[config.mk]
export PLATFORM = sky130hd
export DESIGN_NAME = hex_seq_counter
export DESIGN_NICKNAME = d
export VERILOG_FILES = /design/src/rtl/hsc_pkg.sv /design/src/rtl/hsc_mode_rom.sv /design/src/rtl/hsc_step_logic.sv /design/src/rtl/hsc_seg_decode.sv /design/src/rtl/hex_seq_counter.sv
export SDC_FILE = /design/constraint.sdc
export NUM_CORES = 1
export LEC_CHECK = 0
export BUFFER_PORTS_ARGS = -buffer_cell sky130_fd_sc_hd__buf_2
export CORE_ASPECT_RATIO = 0.5
export CORE_MARGIN = 4
export CORE_UTILIZATION = 41
export DETAILED_ROUTE_END_ITERATION = 8
export HOLD_SLACK_MARGIN = 0.05
export PLACE_DENSITY = 0.59
export SETUP_SLACK_MARGIN = 0.3
export SLEW_MARGIN = 30
export SYNTH_ARGS = -nofsm -noshare
export SYNTH_HDL_FRONTEND = slang
export SYNTH_SLANG_ARGS = --single-unit
[constraint.sdc]
create_clock -name clk_i -period 2.7 [get_ports clk_i]
set_input_delay 0.135 -clock clk_i [delete_from_list [all_inputs] [get_ports clk_i]]
set_output_delay 0.135 -clock clk_i [all_outputs]
set_load 0.02 [all_outputs]
[src/rtl/hsc_pkg.sv]
package hsc_pkg;
  localparam int CNT_W  = 4;
  localparam int MODE_W = 3;
  localparam int SEG_W  = 7;
  localparam int DIGITS = 1 << CNT_W;

  typedef logic [CNT_W-1:0]  cnt_t;
  typedef logic [MODE_W-1:0] mode_t;
  typedef logic [SEG_W-1:0]  seg_t;

  typedef struct packed {
    cnt_t first;
    cnt_t last;
    logic down;
    logic stride2;
    logic hold;
  } seq_cfg_t;
endpackage

[src/rtl/hsc_mode_rom.sv]
module hsc_mode_rom
  import hsc_pkg::*;
(
  input  mode_t    mode_i,
  output seq_cfg_t cfg_o
);
  always_comb begin
    unique case (mode_i)
      3'd0:    cfg_o = '{first: cnt_t'(4'h5), last: cnt_t'(4'h5), down: 1'b0, stride2: 1'b0, hold: 1'b1};
      3'd1:    cfg_o = '{first: cnt_t'(4'h1), last: cnt_t'(4'h9), down: 1'b0, stride2: 1'b0, hold: 1'b0};
      3'd2:    cfg_o = '{first: cnt_t'(4'h3), last: cnt_t'(4'hB), down: 1'b0, stride2: 1'b1, hold: 1'b0};
      3'd3:    cfg_o = '{first: cnt_t'(4'h2), last: cnt_t'(4'hE), down: 1'b0, stride2: 1'b1, hold: 1'b0};
      3'd4:    cfg_o = '{first: cnt_t'(4'hF), last: cnt_t'(4'h3), down: 1'b1, stride2: 1'b0, hold: 1'b0};
      3'd5:    cfg_o = '{first: cnt_t'(4'h9), last: cnt_t'(4'h1), down: 1'b1, stride2: 1'b1, hold: 1'b0};
      3'd6:    cfg_o = '{first: cnt_t'(4'hC), last: cnt_t'(4'h0), down: 1'b1, stride2: 1'b1, hold: 1'b0};
      default: cfg_o = '{first: cnt_t'(4'hF), last: cnt_t'(4'h0), down: 1'b1, stride2: 1'b0, hold: 1'b0};
    endcase
  end
endmodule

[src/rtl/hsc_step_logic.sv]
module hsc_step_logic
  import hsc_pkg::*;
(
  input  seq_cfg_t cfg_i,
  input  cnt_t     cur_i,
  input  logic     restart_i,
  output cnt_t     nxt_o,
  output logic     in_seq_o
);
  localparam cnt_t STEP_ONE = cnt_t'(1);
  localparam cnt_t STEP_TWO = cnt_t'(2);

  cnt_t lo, hi, stride;

  always_comb begin
    lo       = cfg_i.down ? cfg_i.last  : cfg_i.first;
    hi       = cfg_i.down ? cfg_i.first : cfg_i.last;
    stride   = cfg_i.stride2 ? STEP_TWO : STEP_ONE;
    // parity must match the first value when striding by two
    in_seq_o = (cur_i >= lo) && (cur_i <= hi) &&
               (!cfg_i.stride2 || (cur_i[0] == cfg_i.first[0]));
    if (restart_i || !in_seq_o || (cur_i == cfg_i.last))
      nxt_o = cfg_i.first;
    else if (cfg_i.hold)
      nxt_o = cur_i;
    else if (cfg_i.down)
      nxt_o = cur_i - stride;
    else
      nxt_o = cur_i + stride;
  end
endmodule

[src/rtl/hsc_seg_decode.sv]
module hsc_seg_decode
  import hsc_pkg::*;
(
  input  cnt_t digit_i,
  output seg_t seg_o
);
  // bit 0 = a ... bit 6 = g, active-high
  always_comb begin
    unique case (digit_i)
      4'h0:    seg_o = 7'h3F;
      4'h1:    seg_o = 7'h06;
      4'h2:    seg_o = 7'h5B;
      4'h3:    seg_o = 7'h4F;
      4'h4:    seg_o = 7'h66;
      4'h5:    seg_o = 7'h6D;
      4'h6:    seg_o = 7'h7D;
      4'h7:    seg_o = 7'h07;
      4'h8:    seg_o = 7'h7F;
      4'h9:    seg_o = 7'h6F;
      4'hA:    seg_o = 7'h77;
      4'hB:    seg_o = 7'h7C;
      4'hC:    seg_o = 7'h39;
      4'hD:    seg_o = 7'h5E;
      4'hE:    seg_o = 7'h79;
      default: seg_o = 7'h71;
    endcase
  end


  always_comb begin
    if (digit_i == 4'h1) one_two_seg_chk: assert ($countones(seg_o) == 2);
  end
endmodule

[src/rtl/hex_seq_counter.sv]
module hex_seq_counter
  import hsc_pkg::*;
(
  input  logic              clk_i,
  input  logic              rst_ni,
  input  logic [MODE_W-1:0] mode_i,
  output logic              seg0_o,
  output logic              seg1_o,
  output logic              seg2_o,
  output logic              seg3_o,
  output logic              seg4_o,
  output logic              seg5_o,
  output logic              seg6_o
);
  cnt_t     count_q, count_d;
  mode_t    mode_q;
  logic     valid_q;
  logic     restart_w, in_seq_w;
  seq_cfg_t cfg_w;
  seg_t     seg_w;

  assign restart_w = !valid_q || (mode_i != mode_q);

  hsc_mode_rom u_rom (
    .mode_i (mode_i),
    .cfg_o  (cfg_w)
  );

  hsc_step_logic u_step (
    .cfg_i     (cfg_w),
    .cur_i     (count_q),
    .restart_i (restart_w),
    .nxt_o     (count_d),
    .in_seq_o  (in_seq_w)
  );

  always_ff @(posedge clk_i or negedge rst_ni) begin
    if (!rst_ni) begin
      count_q <= '0;
      mode_q  <= '0;
      valid_q <= 1'b0;
    end else begin
      count_q <= count_d;
      mode_q  <= mode_i;
      valid_q <= 1'b1;
    end
  end

  hsc_seg_decode u_dec (
    .digit_i (count_q),
    .seg_o   (seg_w)
  );

  assign seg0_o = seg_w[0];
  assign seg1_o = seg_w[1];
  assign seg2_o = seg_w[2];
  assign seg3_o = seg_w[3];
  assign seg4_o = seg_w[4];
  assign seg5_o = seg_w[5];
  assign seg6_o = seg_w[6];


  clr_zero_chk: assert property (@(posedge clk_i) !rst_ni |-> (count_q == '0));


  hold_five_chk: assert property (@(posedge clk_i) disable iff (!rst_ni)
    (mode_i == 3'd0) |=> (count_q == cnt_t'(5)));


  wrap_chk: assert property (@(posedge clk_i) disable iff (!rst_ni)
    (valid_q && (mode_i == mode_q) && (count_q == cfg_w.last)) |=> (count_q == $past(cfg_w.first)));


  dec_one_chk: assert property (@(posedge clk_i) disable iff (!rst_ni)
    (valid_q && (mode_q == 3'd7) && (mode_i == 3'd7) && (count_q != '0)) |=> (count_q == $past(count_q) - cnt_t'(1)));


  restart_chk: assert property (@(posedge clk_i) disable iff (!rst_ni)
    restart_w |=> (count_q == $past(cfg_w.first)));


  seq_member_chk: assert property (@(posedge clk_i) disable iff (!rst_ni)
    (valid_q && (mode_i == mode_q)) |-> in_seq_w);


  eight_full_chk: assert property (@(posedge clk_i) disable iff (!rst_ni)
    (count_q == cnt_t'(8)) |-> (seg_w == 7'h7F));
endmodule

Word-level counts from Yosys, hierarchy flattened
Memory sizes are Yosys's and may differ from the RTL's.
Index checks and enable logic that the tools add are counted.
{"block": "word_totals", "reg_bits": 8, "in_bits": 5, "mem_bits_ro": 112, "word_cells": 35, "memories": 1}
{"name": "(no name shown)", "depth": 16, "width": 7, "rd": 1, "rd_ports_with_merged_regs": 0, "wr": 0, "line": "hsc_seg_decode.sv:9", "text": "unique case (digit_i)"}
{"block": "classes", "add_sub_neg": 2, "magnitude_cmp": 2, "reduce_logical": 10, "mux": 7, "eq_ne": 10}
{"operator": "case mux 11 bit (7 select lines)", "count": 1}
{"operator": "2-to-1 mux 4 bit", "count": 5}
{"operator": "== test 3 bit (second input constant)", "count": 3}
{"operator": "== test 3 x 2 -> 1 bit (second input constant)", "count": 2}
{"operator": "adder 4 bit", "count": 1}
{"operator": "== test 4 bit", "count": 1}
{"operator": "greater-or-equal comparator 4 bit", "count": 1}
{"operator": "less-or-equal comparator 4 bit", "count": 1}
{"operator": "logical OR 1 bit", "count": 4}
{"operator": "subtractor 4 bit", "count": 1}
{"operator": "== test 3 x 1 -> 1 bit (second input constant)", "count": 1}
{"operator": "zero test 1 bit", "count": 3}
{"operator": "zero test 3 bit", "count": 1}
{"operator": "!= test 3 bit", "count": 1}
{"operator": "logical AND 1 bit", "count": 2}
{"operator": "2-to-1 mux 2 bit", "count": 1}
{"operator": "!= test 2 x 1 -> 1 bit (second input constant)", "count": 1}
{"operator": "== test 1 bit", "count": 1}

Longest topological paths before layout
Gate-level depths: netlist of run 1.
{"block": "depth", "word_depth": 10, "ltp_mapped": 11}

Cells and area by module
A second synthesis of run 1 with hierarchy kept.
{"block": "hier_totals", "cells_unflattened": 128, "area_unflattened_um2": 1209.9}
{"mod": "hsc_step_logic", "cells_per_inst": 62, "n_inst": 1, "area_each_um2": 540.5, "seq_area_each_um2": 0.0}
{"mod": "hsc_seg_decode", "cells_per_inst": 33, "n_inst": 1, "area_each_um2": 286.5, "seq_area_each_um2": 0.0}
{"mod": "hex_seq_counter", "cells_per_inst": 13, "n_inst": 1, "area_each_um2": 236.5, "seq_area_each_um2": 200.2}
{"mod": "hsc_mode_rom", "cells_per_inst": 20, "n_inst": 1, "area_each_um2": 146.4, "seq_area_each_um2": 0.0}

Worst setup path before layout of run 1
OpenSTA, ideal clock, no wires.
{"block": "synth_path", "path_type": "input-to-reg", "start": "in mode_i[1]", "end": "reg count_q[2]", "n_path_buf": 2, "path_slack_ns": 0.276, "stages": 11, "t_arrival_ns": 2.291, "setup_ns": 0.133, "required_time_ns": 2.567, "cell_sequence": "buf_2 > buf_1 > or2_2 > nor2_1 > inv_1 > ha_1 > o21a_1 > a21oi_1 > nor4_4 > a2bb2oi_1 > o211ai_1"}
{"block": "synth_via", "elab_chain_len": 10, "word_cells_on_any_way": 30}
{"item": "start: declaration", "line": "hex_seq_counter.sv:6", "text": "input logic [MODE_W-1:0] mode_i,"}
{"item": "== test 3 bit, or another cell as far along", "line": "hsc_mode_rom.sv:8", "text": "unique case (mode_i)"}
{"item": "case mux 11 bit (7 select lines)", "line": "hsc_mode_rom.sv:8"}
{"item": "2-to-1 mux 4 bit (on tied branches)", "line": "hsc_step_logic.sv:16, hsc_step_logic.sv:17"}
{"item": "greater-or-equal comparator 4 bit / less-or-equal comparator 4 bit (equally long branches)", "line": "hsc_step_logic.sv:20", "text": "in_seq_o = (cur_i >= lo) && (cur_i <= hi) &&"}
{"item": "logical AND 1 bit (2 in series)", "line": "hsc_step_logic.sv:20"}
{"item": "zero test 1 bit", "line": "hsc_step_logic.sv:22", "text": "if (restart_i || !in_seq_o || (cur_i == cfg_i.last))"}
{"item": "logical OR 1 bit (2 in series)", "line": "hsc_step_logic.sv:22"}
{"item": "!= test 2 x 1 -> 1 bit (no line) / 2-to-1 mux 4 bit (equally long branches)"}
{"item": "end signal: assignment", "line": "hex_seq_counter.sv:43", "text": "count_q <= count_d;"}
{"item": "end: declaration", "line": "hex_seq_counter.sv:15", "text": "cnt_t count_q, count_d;"}
Parallel ways exist; a longest one is shown, timed or not. The select of a mux whose other input is x is not followed.
A chain may end at the register's enable or synchronous reset.

Worst setup path after layout of run 1
{"block": "layout_path", "start": "reg count_q[3]", "end": "reg count_q[2]"}
{"block": "layout_via", "elab_chain_len": 7, "word_cells_on_any_way": 10}
{"item": "greater-or-equal comparator 4 bit / less-or-equal comparator 4 bit (equally long branches)", "line": "hsc_step_logic.sv:20"}
{"item": "logical AND 1 bit (2 in series)", "line": "hsc_step_logic.sv:20"}
{"item": "zero test 1 bit", "line": "hsc_step_logic.sv:22"}
{"item": "logical OR 1 bit", "line": "hsc_step_logic.sv:22"}
{"item": "logical OR 1 bit (*)", "line": "hsc_step_logic.sv:22"}
{"item": "!= test 2 x 1 -> 1 bit (no line) / 2-to-1 mux 4 bit (equally long branches)"}
Every way passes the cells marked *; elsewhere a longest branch is shown, timed or not.

==> run summary, run 1 <==
Std-Cell Rows: 13
Initial antenna violation count: 0
Maximum number of pins on one net before global-route repair: 19
Hold path endpoint: mode_q[2]
Number of gates given a new drive strength after cts: 0
Area fraction in compound gates after synthesis: 23.31%
Via count of the first global-routing pass: 929
Worst-margin pin slew: 0.5651 ns
Depth of the worst register-to-register path: 6
Initial DRC count: 31
Total power per unit cell area: 428.9 mW/mm2
Endpoint required time on the critical path: 2.80 ns
Max Root-Sink Buffers: 2
Global-route wire length before repair: 4202 um
Antenna diodes: 0
Placeable core region: 0.002635 mm2
Die Height: 45.43 um
Final total power: 0.5597 mW
GRT Overall Usage: 13.95%
Most used flip-flop cell after synthesis: sky130_fd_sc_hd__dfrtp_1
Final worst path period need: 2.203 ns
Placer congestion estimate: 0.8797
TritonCTS clock tree: done
Number of top-level pins: 12
Beginning of the worst hold path: mode_i[2]
Simple-gate portion of the synthesized area: 23.75%
Data arrival time at the worst-slack endpoint: 2.30 ns
Filler cell count: 267
Post-Synth Adder-Cell Area: 21.35%
Net count reported at finish: 179
Main combinational cell family by area after synthesis: simple AND/OR/NAND/NOR gates
Worst R2R Setup Slack: 0.50 ns
Final number of setup-violating endpoints: 0
Fraction of final layout cells with drive strength greater than 1: 17.65%
Die Footprint: 0.003763 mm2
Gate count after technology mapping: 140
Slew HR: 62.33%
Most numerous cell in the Yosys netlist: sky130_fd_sc_hd__ha_1
Synthesized area per cell: 8.204 um2
Ranking of synthesized cells by instance count: 18 x sky130_fd_sc_hd__ha_1, 14 x sky130_fd_sc_hd__o21ai_0, 12 x sky130_fd_sc_hd__nor2_1
Top cell type's share of synthesized area: 19.61%
F_max: 453.9 MHz
M1 GR Usage: 18.49%
Post-detailed-route via-to-cell ratio: 5.453
Growth of design area from synthesis to finish: 13.62%
Root buffer cell: sky130_fd_sc_hd__clkbuf_8
Number of distinct standard cells referenced by the synthesized netlist: 47
Most Used Layer, Global Route: met2
Sequential-to-total area share from yosys stat: 17.43%
Initial core utilization: 43.59%
Period Utilization, post-route: 81.61%
Number of enable-type register cells in the synthesized netlist: 0
Syn. warnings: 0
GR Util met2: 23.41%
Final global-route overflow total: 0
Synthesis-stage register bit count: 8
Number of nets with antenna violations after detailed routing: 0
Critical-path maximum fanout: 18
# H-tree levels: 1
Dominant cell type by area after synthesis: sky130_fd_sc_hd__ha_1
Reg-to-reg endpoint: count_q[2]
Async set-or-reset flop fraction in the synthesized netlist: 100.0%
Pre-Repair DR Iteration Count: 4
Startpoint of the most critical register-to-register path: count_q[3]
Max-slew violation count: 0
Global-route track usage on met3: 4.152%
Post-Syn Area: 0.001149 mm2
Number of sinks handled by clock tree synthesis: 8
HP Class: in2reg
Source-to-sink clock delay at the later pin of the worst-skew pair: 0.23 ns
Die Wd: 82.85 um
Finished Core Util: 49.53%
Unrepaired setup endpoints after global routing: false
Endpoint class of the critical path: flip-flop
Sum of negative setup slack: 0 ns
Total half-perimeter wirelength after legalization and detailed placement: 1823 um
Cell depth of the worst hold path: 1
DRC violation count after routing: 0
Top cells by area in the synthesized netlist: sky130_fd_sc_hd__ha_1 20%, sky130_fd_sc_hd__dfrtp_1 17%, sky130_fd_sc_hd__o21ai_0 6.1%, sky130_fd_sc_hd__nor2_1 3.9%, sky130_fd_sc_hd__a21oi_1 3.5%
Detailed-route via count: 1036
Clock skew: 0.004562 ns
IR drop worst, VDD: 0.3632 mV
Total detailed-routing wirelength: 2471 um
Outcome: finished clean
Max-capacitance violation count: 0
Kind of critical path: reg2reg
Count of input and output buffers: 11
Post-synthesis share of cell area spent on xor and xnor gates: 3.813%
Multiplexer area fraction after synthesis: 3.486%
Routed length per instance: 13.01 um
Total CTS buffers: 3
Reg clk slew, reported paths: 0.04 ns
Hold Violations, Final: 0
Type of element launching the critical path: flip-flop
Leak pwr: 0.5867 nW
## critical path, stage by stage (launching register included)
cell and delay [ns]:
sky130_fd_sc_hd__dfrtp_1 0.69, sky130_fd_sc_hd__ha_1 0.34, sky130_fd_sc_hd__o21ai_0 0.15, sky130_fd_sc_hd__a21oi_1 0.09, sky130_fd_sc_hd__nor4_4 0.48, sky130_fd_sc_hd__a2bb2oi_1 0.23
sky130_fd_sc_hd__o211ai_1 0.10
## report_power, final
group          internal [mW]  switching, mW
Combinational          0.108          0.152
Sequential             0.130         0.0285
Clock                 0.0964         0.0450
Total                  0.335          0.225
## stage by stage
| stage | instance area, um2 | hold slack, ns | cells | worst slack (ns) |
|---|---|---|---|---|
| floorplan | 1152 | -0.1606 | 141 | 0.3048 |
| global placement | 1254 | -0.008083 | 186 | 0.3485 |
| detailed placement | 1254 | -0.009985 | 186 | 0.3358 |
| CTS | 1305 | 0.1148 | 190 | 0.5215 |
| global route | 1305 | 0.1210 | 190 | 0.3402 |
| finish | 1305 | 0.1226 | 190 | 0.4966 |
## logic make-up after synthesis
kind of cell | count (synthesis)
DFF | 8
AOI/OAI and AO/OA | 41
adders and majority gates | 19
buffers and inverters | 17
other | 1
muxes | 4
xor gates and xnor gates | 5
and+or+nand+nor | 45
## area by class of cell
class	instances	area (um2)	area share, %
Inverter	8	30.03	2.301
Sequential cell	8	200.2	15.34
Tap cell	37	46.29	3.547
Clock buffer	3	41.29	3.164
Multi-Input combinational cell	116	877.1	67.21
Timing Repair Buffer	18	110.1	8.437
## state kept, by name, summed over array words and instances (netlist names)
signal and cells:
mode_q 3, count_q 4, valid_q 1
## how the worst max path moves through the flow
| stage | start | end | slack, ns | cells after the start |
|---|---|---|---|---|
| 2_1_floorplan | mode_i[1] | count_q[2] | 0.30 | 10 |
| 3_3_place_gp | mode_i[2] | count_q[2] | 0.35 | 10 |
| 3_5_place_dp | mode_i[2] | count_q[2] | 0.34 | 10 |
| 4_1_cts | count_q[1] | count_q[2] | 0.52 | 7 |
| 5_1_grt | count_q[3] | count_q[2] | 0.34 | 6 |
| 6_report | count_q[3] | count_q[2] | 0.50 | 6 |
## what timing repair did
item                      CTS  global route
buffers inserted            0             0
hold buffers                1             0
hold endpoints to repair    8             0
## cells in the final DEF, fill, tap and decap left out, types with 2 or more instances in the layout
master / instances
sky130_fd_sc_hd__ha_1: 18
sky130_fd_sc_hd__o21ai_0: 14
sky130_fd_sc_hd__nor2_1: 12
sky130_fd_sc_hd__buf_2: 11
sky130_fd_sc_hd__nand2_1: 10
sky130_fd_sc_hd__inv_1: 8
sky130_fd_sc_hd__a21oi_1: 8
sky130_fd_sc_hd__dfrtp_1: 8
sky130_fd_sc_hd__buf_4: 6
sky130_fd_sc_hd__mux2i_1: 4
sky130_fd_sc_hd__nor2b_1: 3
sky130_fd_sc_hd__xnor2_1: 3
sky130_fd_sc_hd__o211ai_1: 3
sky130_fd_sc_hd__clkbuf_8: 3
sky130_fd_sc_hd__xor2_1: 2
sky130_fd_sc_hd__a211oi_1: 2
sky130_fd_sc_hd__a31oi_1: 2
sky130_fd_sc_hd__nand4_1: 2
sky130_fd_sc_hd__and4bb_2: 2
sky130_fd_sc_hd__and4_1: 2
sky130_fd_sc_hd__nor4_1: 2
sky130_fd_sc_hd__a21o_1: 2
sky130_fd_sc_hd__conb_1: 2
## routing by layer
| layer | wire length (um) | up-vias |
|---|---|---|
| li1 | - | 530 |
| met1 | 1247 | 472 |
| met2 | 1058 | 34 |
| met3 | 164 | 0 |
| met4 | 0 | 0 |
| met5 | 0 | - |
Note: power is estimated with default switching activity, not from simulation.
==> inputs of run 2 (changes only) <==
--- a/config.mk
+++ b/config.mk
@@ -11,7 +11,7 @@
 export CORE_UTILIZATION = 41
 export DETAILED_ROUTE_END_ITERATION = 8
 export HOLD_SLACK_MARGIN = 0.05
-export PLACE_DENSITY = 0.59
+export PLACE_DENSITY = 0.61
 export SETUP_SLACK_MARGIN = 0.3
 export SLEW_MARGIN = 30
 export SYNTH_ARGS = -nofsm -noshare
==> constraint.sdc (replaced) <==
create_clock -name clk_i -period 1.8 [get_ports clk_i]
set_input_delay 0.09 -clock clk_i [delete_from_list [all_inputs] [get_ports clk_i]]
set_output_delay 0.09 -clock clk_i [all_outputs]
set_load 0.02 [all_outputs]
==> run 2 against run 1 <==
Effect of this change: the flow now finishes with violations (setup timing); hold slack improved by 0.061 ns; power grew 95%; count of clock-buffer cells in the layout up 1; routed wire length up 20%; via count up 7.8%; non-clock buffer count grew 25; first-iteration DRC count is 97% higher; global-route usage rose by 2.1 points; clock skew is 0.0060 ns higher; highest routed layer unchanged; clock power increased by 62%.
==> run summary, run 2 (same netlist as run 1, synthesis figures left out) <==
Chain of cells forming the critical path: or3b_1, a2111o_1, a31oi_4, nor4_4, buf_4, nor2b_4, o211ai_1
Die Wd: 82.85 um
Count of input and output buffers: 11
Biggest cell delay along the critical path: 0.42 ns
Number of sinks handled by clock tree synthesis: 8
Data arrival time at the worst-slack endpoint: 2.11 ns
Worst Setup Slack post-DPL: -0.3001 ns
Source-to-sink clock delay at the later pin of the worst-skew pair: 0.23 ns
HP Class: in2reg
Number of top-level pins: 12
Die Height: 45.43 um
Minimum setup slack in the final design: -0.1629 ns
Outcome: complete, but fails checks
Endpoint class of the critical path: flip-flop
Violated checks: setup timing
Depth of the worst register-to-register path: 7
Placeable core region: 0.002635 mm2
Initial core utilization: 43.59%
Post-detailed-route via-to-cell ratio: 5.171
Total detailed-routing wirelength: 2975 um
Placer congestion estimate: 0.7774
# H-tree levels: 1
Endpoint required time on the critical path: 1.95 ns
Commonest non-fill, non-tap cells in the layout: 28 x sky130_fd_sc_hd__buf_4, 13 x sky130_fd_sc_hd__ha_1, 10 x sky130_fd_sc_hd__nor2_1
Clock skew: 0.01054 ns
Maximum number of pins on one net before global-route repair: 13
Largest Register: count_q
Global-route wire length before repair: 4781 um
Final global-route overflow total: 0
Final total power: 1.094 mW
Period Utilization, post-route: 109.0%
Routed length per instance: 13.77 um
Final number of setup-violating endpoints: 4
Registers with the most flip-flops: count_q x4, mode_q x3, valid_q x1
Slowest cell on the critical path: sky130_fd_sc_hd__dfrtp_2
Growth of design area from synthesis to finish: 55.23%
Die Footprint: 0.003763 mm2
Leak pwr: 0.7675 nW
Kind of critical path: reg2reg
Number of nets with antenna violations after detailed routing: 0
GRT Overall Usage: 16.01%
Critical-path maximum fanout: 4
Final worst path period need: 1.963 ns
Via count of the first global-routing pass: 1083
Initial antenna violation count: 0
IR drop worst, VDD: 0.4585 mV
Cell depth of the worst hold path: 2
Type of element launching the critical path: flip-flop
Max-slew violation count: 0
Total power per unit cell area: 613.4 mW/mm2
Fraction of final layout cells with drive strength greater than 1: 47.49%
Initial DRC count: 61
F_max: 509.5 MHz
Pre-Repair DR Iteration Count: 4
Detailed-route via count: 1117
Max Root-Sink Buffers: 2
Hold Violations, Final: 0
DRC violation count after routing: 0
Max-capacitance violation count: 0
Most common library cell in the layout ignoring fill and taps: sky130_fd_sc_hd__buf_4
Reg clk slew, reported paths: 0.05 ns
Flip-flop count of the largest register, all copies and words added: 4
Unrepaired setup endpoints after global routing: true
Net count reported at finish: 204
Total CTS buffers: 3
Antenna diodes: 0
Std-Cell Rows: 13
Root buffer cell: sky130_fd_sc_hd__clkbuf_8
TritonCTS clock tree: done
Total half-perimeter wirelength after legalization and detailed placement: 2210 um
==> run 2: layout make-up <==
cell class / instances / area [um2]
fill: 211 / 852.1
tap: 37 / 46.29
multi-input combinational: 116 / 1085
timing repair buffer: 43 / 365.4
clock buffer: 4 / 45.04
sequential: 8 / 201.4
inverter: 8 / 40.04
==> run 2: power by group <==
group / internal (mW) / total (mW) / leakage [nW] / switching (mW)
Clock: 0.154 / 0.228 / 0.0228 / 0.0740
Sequential: 0.196 / 0.213 / 0.0913 / 0.0171
Combinational: 0.308 / 0.653 / 0.653 / 0.344
Total: 0.658 / 1.09 / 0.767 / 0.436
==> run 2: final timing paths <==
path	startpoint	endpoint	slack [ns]
max in group asynchronous	rst_ni	count_q[1]	1.38
worst max register to register	count_q[1]	count_q[2]	-0.16
worst min register to register	count_q[0]	count_q[0]	0.81
worst min-delay path	mode_i[2]	mode_q[2]	0.18
worst max-delay path	count_q[1]	count_q[2]	-0.16
min in group asynchronous	rst_ni	count_q[1]	0.23
==> run 2: critical path, delay by kind of cell, from the launching register on <==
family	cells	cell delay (ns)
flip-flops	1	0.42
AND/OR/NAND/NOR	3	0.53
AO/OA/AOI/OAI	3	0.78
buffers and inverters	1	0.15
==> run 2: per-stage QoR <==
step	hold WS (ns)	cell area, um2	std cells	TNS [ns]	utilization (%)
detailed placement	-0.05538	1449	207	-0.9055	54.99
finish	0.1831	1783	216	-0.4906	67.66
floorplan	-0.2056	1221	141	-0.8472	-
CTS	0.1655	1544	212	-0.3349	58.59
global placement	-0.05876	1449	207	-0.8088	54.99
global route	0.1886	1783	216	-0.7756	67.66
==> run 2: routing by layer <==
metal / part of all wire, % / vias up / global-route usage [%]
met5: 0 / - / 0
met4: 0 / 0 / 1.629
met3: 3.3 / 0 / 4.513
met2: 45 / 16 / 28.98
met1: 51 / 520 / 20.24
li1: - / 581 / -
==> run 2: repair_timing <==
| item | in CTS | in global routing |
|---|---|---|
| buffers inserted | 0 | 4 |
| hold endpoints to repair | 8 | 0 |
| pin swaps | 4 | 8 |
| endpoints found under the setup margin | 11 | 11 |
| hold buffers | 1 | 0 |
| resized for setup | 14 | 48 |
